`src/rtl/nand_seq_pkg.sv`:
```
package nand_seq_pkg;

    typedef enum logic [1:0] {
        OP_ERASE = 2'd0,
        OP_PROG  = 2'd1,
        OP_READ  = 2'd2,
        OP_COPY  = 2'd3
    } op_e;

    typedef enum logic [3:0] {
        ST_IDLE,
        ST_CMD_A,
        ST_ADDR_A,
        ST_CMD_B,
        ST_WAIT_A,
        ST_CMD_C,
        ST_ADDR_B,
        ST_DIN,
        ST_CMD_D,
        ST_WAIT_B,
        ST_DOUT,
        ST_STAT_CMD,
        ST_STAT_RD,
        ST_DONE
    } step_e;

    localparam logic [7:0] CB_READ_SETUP  = 8'h00;
    localparam logic [7:0] CB_READ_GO     = 8'h30;
    localparam logic [7:0] CB_COPY_LOAD   = 8'h35;
    localparam logic [7:0] CB_PROG_SETUP  = 8'h80;
    localparam logic [7:0] CB_COPY_PROG   = 8'h85;
    localparam logic [7:0] CB_PROG_GO     = 8'h10;
    localparam logic [7:0] CB_ERASE_SETUP = 8'h60;
    localparam logic [7:0] CB_ERASE_GO    = 8'hD0;
    localparam logic [7:0] CB_STATUS      = 8'h70;

endpackage

```
`src/rtl/nand_seq_timer.sv`:
```
module nand_seq_timer #(
    parameter int CNT_W  = 8,
    parameter int USE_RB = 0
) (
    input  logic             clk,
    input  logic             rst_n,
    input  logic             start,
    input  logic [CNT_W-1:0] load,
    input  logic             rb,
    output logic             expired
);

    typedef struct packed {
        logic [CNT_W-1:0] cnt;
    } tmr_s;

    tmr_s t_d, t_q;

    always_comb begin
        t_d = t_q;
        if (start) begin
            t_d.cnt = load;
        end else if (t_q.cnt != '0) begin
            t_d.cnt = t_q.cnt - CNT_W'(1);
        end
        expired = !start && (t_q.cnt == '0) && (rb || (USE_RB == 0));
    end

    always_ff @(posedge clk or negedge rst_n) begin
        if (!rst_n) begin
            t_q <= '0;
        end else begin
            t_q <= t_d;
        end
    end

    // a non-zero wait cannot end in the cycle right after it is armed
    p_no_early_expire_r7: assert property (@(posedge clk) disable iff (!rst_n)
        (start && load != '0) |=> !expired);

endmodule

```
`src/rtl/nand_seq_index.sv`:
```
module nand_seq_index #(
    parameter int W = 12
) (
    input  logic         clk,
    input  logic         rst_n,
    input  logic         clr,
    input  logic         inc,
    output logic [W-1:0] idx
);

    typedef struct packed {
        logic [W-1:0] idx;
    } idx_s;

    idx_s i_d, i_q;

    always_comb begin
        i_d = i_q;
        if (clr) begin
            i_d.idx = '0;
        end else if (inc) begin
            i_d.idx = i_q.idx + W'(1);
        end
        idx = i_q.idx;
    end

    always_ff @(posedge clk or negedge rst_n) begin
        if (!rst_n) begin
            i_q <= '0;
        end else begin
            i_q <= i_d;
        end
    end

    // each phase restarts its byte index at zero
    p_clear_zero_r4: assert property (@(posedge clk) disable iff (!rst_n)
        clr |=> (idx == '0));

endmodule

```
`src/rtl/nand_op_sequencer.sv`:
```
module nand_op_sequencer
    import nand_seq_pkg::*;
#(
    parameter int ROW_BYTES    = 3,
    parameter int COL_BYTES    = 2,
    parameter int SECTORS      = 4,
    parameter int SECTOR_BYTES = 512,
    parameter int SPARE_BYTES  = 16,
    parameter int T_ERASE      = 200,
    parameter int T_PROG       = 60,
    parameter int T_READ       = 12,
    parameter int USE_RB       = 0
) (
    input  logic                     clk,
    input  logic                     rst_n,
    input  logic                     cmd_valid,
    output logic                     cmd_ready,
    input  logic [1:0]               cmd_op,
    input  logic [8*ROW_BYTES-1:0]   cmd_row,
    input  logic [8*COL_BYTES-1:0]   cmd_col,
    input  logic [8*ROW_BYTES-1:0]   cmd_dst,
    input  logic [$clog2(SECTORS*(SECTOR_BYTES+SPARE_BYTES)+1)-1:0] cmd_len,
    input  logic [7:0]               wr_data,
    output logic                     wr_take,
    output logic [7:0]               rd_data,
    output logic                     rd_valid,
    output logic                     fb_cle,
    output logic                     fb_ale,
    output logic                     fb_we,
    output logic                     fb_re,
    output logic [7:0]               fb_dout,
    input  logic [7:0]               fb_din,
    input  logic                     fb_rb,
    output logic                     done,
    output logic                     done_fail
);

    localparam int ROW_W      = 8 * ROW_BYTES;
    localparam int COL_W      = 8 * COL_BYTES;
    localparam int ADDR_BYTES = ROW_BYTES + COL_BYTES;
    localparam int PAGE_BYTES = SECTORS * (SECTOR_BYTES + SPARE_BYTES);
    localparam int LEN_W      = $clog2(PAGE_BYTES + 1);
    localparam int T_MAX_A    = (T_ERASE > T_PROG) ? T_ERASE : T_PROG;
    localparam int T_MAX      = (T_MAX_A > T_READ) ? T_MAX_A : T_READ;
    localparam int TMR_W      = $clog2(T_MAX + 1);

    typedef struct packed {
        step_e            step;
        op_e              op;
        logic [ROW_W-1:0] row;
        logic [COL_W-1:0] col;
        logic [ROW_W-1:0] dst;
        logic [LEN_W-1:0] len;
        logic             fail;
    } seq_s;

    seq_s s_d, s_q;

    logic                     idx_clr, idx_inc;
    logic [LEN_W-1:0]         idx;
    logic                     tmr_start, tmr_expired;
    logic [TMR_W-1:0]         tmr_load;
    logic [8*ADDR_BYTES-1:0]  avec;
    logic [LEN_W-1:0]         abase, apos;
    logic [7:0]               abyte;
    logic                     a_last, d_last;

    nand_seq_index #(.W(LEN_W)) u_index (
        .clk   (clk),
        .rst_n (rst_n),
        .clr   (idx_clr),
        .inc   (idx_inc),
        .idx   (idx)
    );

    nand_seq_timer #(.CNT_W(TMR_W), .USE_RB(USE_RB)) u_timer (
        .clk     (clk),
        .rst_n   (rst_n),
        .start   (tmr_start),
        .load    (tmr_load),
        .rb      (fb_rb),
        .expired (tmr_expired)
    );

    // address byte selection: column bytes first, then row, low byte first
    always_comb begin
        avec   = (s_q.step == ST_ADDR_B) ? {s_q.dst, s_q.col} : {s_q.row, s_q.col};
        abase  = (s_q.op == OP_ERASE) ? LEN_W'(COL_BYTES) : '0;
        apos   = idx + abase;
        abyte  = 8'(avec >> {apos, 3'b000});
        a_last = (apos == LEN_W'(ADDR_BYTES - 1));
        d_last = (idx == s_q.len - LEN_W'(1));
    end

    always_comb begin
        s_d       = s_q;
        cmd_ready = 1'b0;
        idx_clr   = 1'b0;
        idx_inc   = 1'b0;
        tmr_start = 1'b0;
        tmr_load  = '0;
        fb_cle    = 1'b0;
        fb_ale    = 1'b0;
        fb_we     = 1'b0;
        fb_re     = 1'b0;
        fb_dout   = '0;
        wr_take   = 1'b0;
        rd_valid  = 1'b0;
        rd_data   = fb_din;

        unique case (s_q.step)
            ST_IDLE: begin
                cmd_ready = 1'b1;
                if (cmd_valid) begin
                    s_d.op   = op_e'(cmd_op);
                    s_d.row  = cmd_row;
                    s_d.col  = cmd_col;
                    s_d.dst  = cmd_dst;
                    s_d.len  = cmd_len;
                    s_d.fail = 1'b0;
                    s_d.step = ST_CMD_A;
                    idx_clr  = 1'b1;
                end
            end
            ST_CMD_A: begin
                fb_cle = 1'b1;
                unique case (s_q.op)
                    OP_ERASE: fb_dout = CB_ERASE_SETUP;
                    OP_PROG:  fb_dout = CB_PROG_SETUP;
                    default:  fb_dout = CB_READ_SETUP;
                endcase
                idx_clr  = 1'b1;
                s_d.step = ST_ADDR_A;
            end
            ST_ADDR_A: begin
                fb_ale  = 1'b1;
                fb_dout = abyte;
                if (a_last) begin
                    idx_clr = 1'b1;
                    if (s_q.op == OP_PROG && s_q.len != '0) begin
                        s_d.step = ST_DIN;
                    end else begin
                        s_d.step = ST_CMD_B;
                    end
                end else begin
                    idx_inc = 1'b1;
                end
            end
            ST_DIN: begin
                fb_we   = 1'b1;
                fb_dout = wr_data;
                wr_take = 1'b1;
                if (d_last) begin
                    idx_clr  = 1'b1;
                    s_d.step = (s_q.op == OP_PROG) ? ST_CMD_B : ST_CMD_D;
                end else begin
                    idx_inc = 1'b1;
                end
            end
            ST_CMD_B: begin
                fb_cle    = 1'b1;
                tmr_start = 1'b1;
                unique case (s_q.op)
                    OP_ERASE: begin
                        fb_dout  = CB_ERASE_GO;
                        tmr_load = TMR_W'(T_ERASE);
                    end
                    OP_PROG: begin
                        fb_dout  = CB_PROG_GO;
                        tmr_load = TMR_W'(T_PROG);
                    end
                    OP_READ: begin
                        fb_dout  = CB_READ_GO;
                        tmr_load = TMR_W'(T_READ);
                    end
                    default: begin
                        fb_dout  = CB_COPY_LOAD;
                        tmr_load = TMR_W'(T_READ);
                    end
                endcase
                s_d.step = ST_WAIT_A;
            end
            ST_WAIT_A: begin
                if (tmr_expired) begin
                    idx_clr = 1'b1;
                    unique case (s_q.op)
                        OP_READ: s_d.step = (s_q.len != '0) ? ST_DOUT : ST_STAT_CMD;
                        OP_COPY: s_d.step = ST_CMD_C;
                        default: s_d.step = ST_STAT_CMD;
                    endcase
                end
            end
            ST_CMD_C: begin
                fb_cle   = 1'b1;
                fb_dout  = CB_COPY_PROG;
                idx_clr  = 1'b1;
                s_d.step = ST_ADDR_B;
            end
            ST_ADDR_B: begin
                fb_ale  = 1'b1;
                fb_dout = abyte;
                if (a_last) begin
                    idx_clr  = 1'b1;
                    s_d.step = (s_q.len != '0) ? ST_DIN : ST_CMD_D;
                end else begin
                    idx_inc = 1'b1;
                end
            end
            ST_CMD_D: begin
                fb_cle    = 1'b1;
                fb_dout   = CB_PROG_GO;
                tmr_start = 1'b1;
                tmr_load  = TMR_W'(T_PROG);
                s_d.step  = ST_WAIT_B;
            end
            ST_WAIT_B: begin
                if (tmr_expired) begin
                    s_d.step = ST_STAT_CMD;
                end
            end
            ST_DOUT: begin
                fb_re    = 1'b1;
                rd_valid = 1'b1;
                if (d_last) begin
                    idx_clr  = 1'b1;
                    s_d.step = ST_STAT_CMD;
                end else begin
                    idx_inc = 1'b1;
                end
            end
            ST_STAT_CMD: begin
                fb_cle   = 1'b1;
                fb_dout  = CB_STATUS;
                s_d.step = ST_STAT_RD;
            end
            ST_STAT_RD: begin
                fb_re    = 1'b1;
                s_d.fail = fb_din[0];
                s_d.step = ST_DONE;
            end
            ST_DONE: begin
                s_d.step = ST_IDLE;
            end
            default: begin
                s_d.step = ST_IDLE;
            end
        endcase
    end

    always_ff @(posedge clk or negedge rst_n) begin
        if (!rst_n) begin
            s_q <= '{step: ST_IDLE, op: OP_ERASE, default: '0};
        end else begin
            s_q <= s_d;
        end
    end

    assign done      = (s_q.step == ST_DONE);
    assign done_fail = s_q.fail;

    // never more than one strobe per cycle
    p_one_strobe_r10: assert property (@(posedge clk) disable iff (!rst_n)
        $onehot0({fb_cle, fb_ale, fb_we, fb_re}));

    // the bus stays quiet while the chip is busy
    p_quiet_wait_r7: assert property (@(posedge clk) disable iff (!rst_n)
        (s_q.step == ST_WAIT_A || s_q.step == ST_WAIT_B) |->
            !(fb_cle || fb_ale || fb_we || fb_re));

    // done directly follows the status read strobe
    p_done_after_status_r8: assert property (@(posedge clk) disable iff (!rst_n)
        done |-> $past(fb_re));

    // an accepted command holds off further commands
    p_hold_off_r2: assert property (@(posedge clk) disable iff (!rst_n)
        (cmd_valid && cmd_ready) |=> !cmd_ready);

    // ready returns right after done
    p_ready_after_done_r2: assert property (@(posedge clk) disable iff (!rst_n)
        done |=> (cmd_ready && !done));

endmodule

```
`config.mk`:
```
export PLATFORM = sky130hd
export DESIGN_NAME = nand_op_sequencer
export DESIGN_NICKNAME = d
export VERILOG_FILES = /design/src/rtl/nand_seq_pkg.sv /design/src/rtl/nand_seq_timer.sv /design/src/rtl/nand_seq_index.sv /design/src/rtl/nand_op_sequencer.sv
export SDC_FILE = /design/constraint.sdc
export NUM_CORES = 1
export LEC_CHECK = 0
export BUFFER_PORTS_ARGS = -buffer_cell sky130_fd_sc_hd__buf_2
export CAP_MARGIN = 10
export CORE_UTILIZATION = 30
export DETAILED_ROUTE_END_ITERATION = 6
export MAX_ROUTING_LAYER = met4
export SYNTH_ARGS = -nofsm -noshare
export SYNTH_HDL_FRONTEND = slang
export SYNTH_SLANG_ARGS = --single-unit
```
`constraint.sdc`:
```
create_clock -name clk -period 2.6 [get_ports clk]
set_input_delay 0.13 -clock clk [delete_from_list [all_inputs] [get_ports clk]]
set_output_delay 0.13 -clock clk [all_outputs]
set_load 0.005 [all_outputs]
```
-- Word level (Yosys, flattened, before mapping)
Cells that the tools add are included.
- flip-flop bits (word level): 103
- output and inout port bits: 25
- add/subtract/negate cells: 4
- equality and inequality tests: 25
- shift operators: 1
- muxes and demuxes: 40
- reduce and logical (&&, ||, !) cells: 20
- operator list (cell ; count):
    83-bit two-way mux ; 1
    8-bit case mux with 7 select lines ; 1
    4-bit case mux with 13 select lines ; 1
    8-bit case mux with 2 select lines ; 3
    40-bit two-way mux ; 1
    40-bit by 15-bit right shift with 8-bit output ; 1
    4-bit two-way mux ; 8
    4-bit == test, second input constant ; 6
    12-bit two-way mux ; 2
    8-bit case mux with 3 select lines ; 1
    4-bit by 3-bit == test with 1-bit output, second input constant ; 4
    8-bit two-way mux ; 2
    1-bit two-way mux ; 14
    2-bit inequality test, second input constant ; 7
    12-bit by 1-bit adder with 12-bit output, second input constant ; 1
    12-bit by 2-bit adder with 12-bit output ; 1
    12-bit == test ; 1
    12-bit by 3-bit == test with 1-bit output, second input constant ; 1
    12-bit nonzero test ; 1
    12-bit by 1-bit subtractor with 12-bit output, second input constant ; 1
    2-bit OR reduction ; 5
    4-bit by 2-bit == test with 1-bit output, second input constant ; 2
    8-bit zero test ; 1
    4-bit case mux with 2 select lines ; 1
    other kinds (17) ; 23

-- Longest topological paths before layout
- depth after elaboration: 8
- depth in mapped cells: 12
- gate-level depth less buffers: 10

-- Cells and area by module
Synthesis repeated with hierarchy kept, for this count alone.
- cells, all modules: 568
- area total of the unflattened synthesis: 6017.0 um2
- by module, submodules not included (module ; times used ; cells an instance ; area an instance (um2) ; sequential area each (um2)):
    nand_op_sequencer ; 1 ; 460 ; 4943.5 ; 2077.0
    nand_seq_index ; 1 ; 57 ; 588.1 ; 300.3
    nand_seq_timer ; 1 ; 51 ; 485.5 ; 200.2

-- Worst setup path after synthesis
OpenSTA, ideal clock, no wires.
- kind: register to register
- from: reg s_q[1] (netlist bit)
- to: reg s_q[79] (netlist bit)
- setup time: 128 ps
- data arrival time: 2659 ps
- required time: 2472 ps
- path slack: -186 ps
- cell stages (with the launch flop): 10
- buffers on the path: 0
- period minus slack after synthesis: 2786 ps
- path through: dfrtp_1 -> inv_1 -> ha_1 -> nor3b_2 -> a21oi_1 -> or4_4 -> nor4b_4 -> a31oi_4 -> nor3_4 -> mux2_1
- word-level cells in the longest chain between the ends: 5
- elaborated cells on any way between the ends: 12
- RTL lines (item ; RTL line ; text):
    start, declared ; nand_op_sequencer.sv:57 ; seq_s s_d, s_q;
    start signal, assigned ; nand_op_sequencer.sv:252 ; s_q <= '{step: ST_IDLE, op: OP_ERASE, default: '0};
    start signal, assigned ; nand_op_sequencer.sv:254 ; s_q <= s_d;
    branches (longest 5 deep; another with 12-bit by 1-bit subtractor with 12-bit output) ; - ;
Parallel ways; which one is timed is not known. The select of a mux whose other input is x is not followed.
A chain may end at the register's enable or synchronous reset.

-- Final worst setup path
Ends and elaborated chain as after synthesis.

==> flow_summary.json <==
{
  "outcome": "complete, but fails checks",
  "violations": "negative setup slack",
  "drt-pass1-iter-count": 5,
  "syn-num-nets": 672,
  "ys_types": 72,
  "endpoint_kind": "flip-flop",
  "max_freq_ghz": 0.3767,
  "multi_input_area_mm2": 0.003502,
  "yosysTopAreaCellShare": 0.4208,
  "hold_class": "primary input to flip-flop",
  "h-tree-depth": 3,
  "die_h_um": 144.9,
  "async_flop_share": 1.000,
  "clkLatencyLatePin_ps": 360,
  "syn_to_final_growth_pct": 35.63,
  "maxSlewViolCount": 0,
  "r2r-start": "s_q[1]",
  "cts_made_buffers": 9,
  "grt_first_pass_wirelength_mm": 26.03,
  "dieArea_mm2": 0.02099,
  "antenna_found_initial": 0,
  "synth_area_mm2": 0.006125,
  "grt_max_degree": 83,
  "required_ps": 2840,
  "critPathArrivalTime_ps": 2890,
  "layout-drive-gt1-share": 0.4333,
  "port_buffers": 107,
  "drc_errors": 0,
  "dieWidth_um": 144.9,
  "dp_slack_ps": -93.31,
  "antenna_left": 0,
  "nFillCells": 1888,
  "synth_edf_count": 0,
  "finClkSkew_ps": 6.641,
  "setup_slack_ps": -54.38,
  "wl_per_cell_um": 15.90,
  "stdcell_count": 1015,
  "cp_max_fo": 4,
  "n_antenna_cell": 0,
  "met3_length_um": 738,
  "cts.path.max_buffers": 2,
  "criticalPathCategory": "flip-flop to flip-flop",
  "finalHoldViolations": 0,
  "ios": 123,
  "nets": 848,
  "tns_ps": -176.2,
  "root_buffer": "clkbuf_16",
  "maxSlewHeadroom": 0.6109,
  "clk_pin_slew_worst_paths_ps": 70,
  "yosysSeqAreaShare": 0.4208,
  "initial_core_util": 0.3106,
  "crit_path_start_kind": "flip-flop",
  "synth.area.top_cells": "dfrtp_1 (42%), mux2_2 (14%), mux2i_1 (4.6%), mux4_2 (2.9%), a21oi_1 (2.5%)",
  "grt_usage": 0.1675,
  "yosysWarnings": 0,
  "seq_area_mm2": 0.002577,
  "p_leak_uw": 0.003670,
  "hpwl_mm": 11.50,
  "maxCapViolations": 0,
  "finalWirelength_mm": 16.14,
  "rrSetupSlack_ps": -50,
  "syn_area_per_cell_um2": 10.76,
  "fin_crit_sh": 1.021,
  "dp_cells": 941,
  "vias_per_cell": 5.002,
  "ys.flop_type": "dfrtp_1",
  "place.gp.congestion": 0.8522,
  "syn_inst": 569,
  "met1_length_mm": 7.300,
  "period_minus_slack_ps": 2654,
  "tightest_slew_ps": 578.3,
  "cts_sinks": 103,
  "synth_top_area_cell": "dfrtp_1",
  "grt_pass1_vias": 5001,
  "yosys.cell_count.top_type": "dfrtp_1",
  "top_layer_used": "met4",
  "rows": 51,
  "ys_top_cells_by_count": "dfrtp_1 (103), mux2_2 (78), nor2_1 (36)",
  "power_density_mw_per_mm2": 1140,
  "met2WireLength_mm": 7.889,
  "setup_viol": 8,
  "vias": 5077,
  "rsz0062_at_grt": "true",
  "synth-seq-cells": 103,
  "crit_start": "s_q[1]",
  "drt_first_iter_violations": 344,
  "vdd_drop_max_mv": 0.4430,
  "core_area_mm2": 0.01972,
  "min-delay-start": "cmd_len[2]",
  "cts_tree": "yes",
  "grt_overflow": 0
}
[repair_timing]
action,4_1_cts,5_1_grt
gates resized for setup,24,28
setup buffers,7,2
setup endpoints to repair,23,24
endpoints found under the hold margin,69,0
pin swaps,6,18
cloned,0,0
hold buffers,49,0
[placed cells by master (no fill, tap or decap), types with 5 or more instances in the layout]
master,n
buf_2,106
dfrtp_1,103
mux2_2,78
buf_4,51
dlygate4sd3_1,49
nor2_1,35
mux2i_1,28
a21oi_1,27
nand2_1,22
nand3_1,17
nor3_1,15
o21ai_0,14
xnor2_1,11
inv_1,10
o21ai_2,10
clkbuf_16,9
mux4_2,8
o22a_1,8
nor2b_1,8
nand2b_1,7
buf_12,6
o211ai_1,5
xor2_1,5
nor4_1,5
nand3b_1,5
[report_power, final]
group,total [uW],internal (uW),switching [uW]
sequential,2840,2340,500
clock,1440,770,670
combinational,5190,2600,2590
[final cells by class]
type,instances,share of cell area
Clock inverter,7,0.01039
Sequential cell,103,0.3103
Clock buffer,9,0.02711
Inverter,10,0.004519
Timing Repair Buffer,214,0.1862
Tap cell,265,0.03992
Multi-Input combinational cell,407,0.4216
[registers in the layout, summed over array words and instances, names as in the netlist]
signal and flops:
s_q 82, u_index.idx 12, u_timer.t_q 8, done_fail 1
[worst max-delay path: stages (launching register included)]
cell	delay, ps
dfrtp_1	400
buf_6	140
or4_4	580
xnor2_2	160
o41ai_2	200
nor4b_4	340
a31oi_4	160
nor3_4	210
mux2_1	350
[cell families after synthesis]
kind of cell / count (synthesis) / share of synthesized area
AND/OR/NAND/NOR: 159 / 0.1502
flip-flops: 103 / 0.4208
buffers and inverters: 59 / 0.04535
multiplexers: 117 / 0.2241
AO/OA/AOI/OAI: 109 / 0.1250
adder cells (fa/ha/maj): 5 / 0.01021
XOR/XNOR: 17 / 0.02431
[worst paths after layout]
path                                       end  cells past startpoint
worst min register to register         s_q[66]                      1
max in group asynchronous       u_index.idx[8]                      3
worst min-delay path                    s_q[3]                      2
min in group asynchronous               s_q[5]                      2
worst max register to register         s_q[79]                      8
worst max-delay path                   s_q[79]                      8
[layer usage]
metal  track usage  vias up
met4       0.05485        0
met5             -        -
li1              -     2443
met3       0.02698       15
met1        0.2156     2502
met2        0.2685      117
[per-stage QoR]
stage / power [uW] / hold WS (ps) / utilization / cell area, um2
global route: 10130 / 2.004 / 0.4213 / 8307
floorplan: 5983 / -165.6 / - / 6155
global placement: 7419 / 54.70 / 0.3660 / 7216
detailed placement: 7488 / 53.99 / 0.3660 / 7216
CTS: 9301 / 0.2270 / 0.4149 / 8182
finish: 9466 / 6.148 / 0.4213 / 8307
No activity file was read; power rests on OpenSTA's default activity.
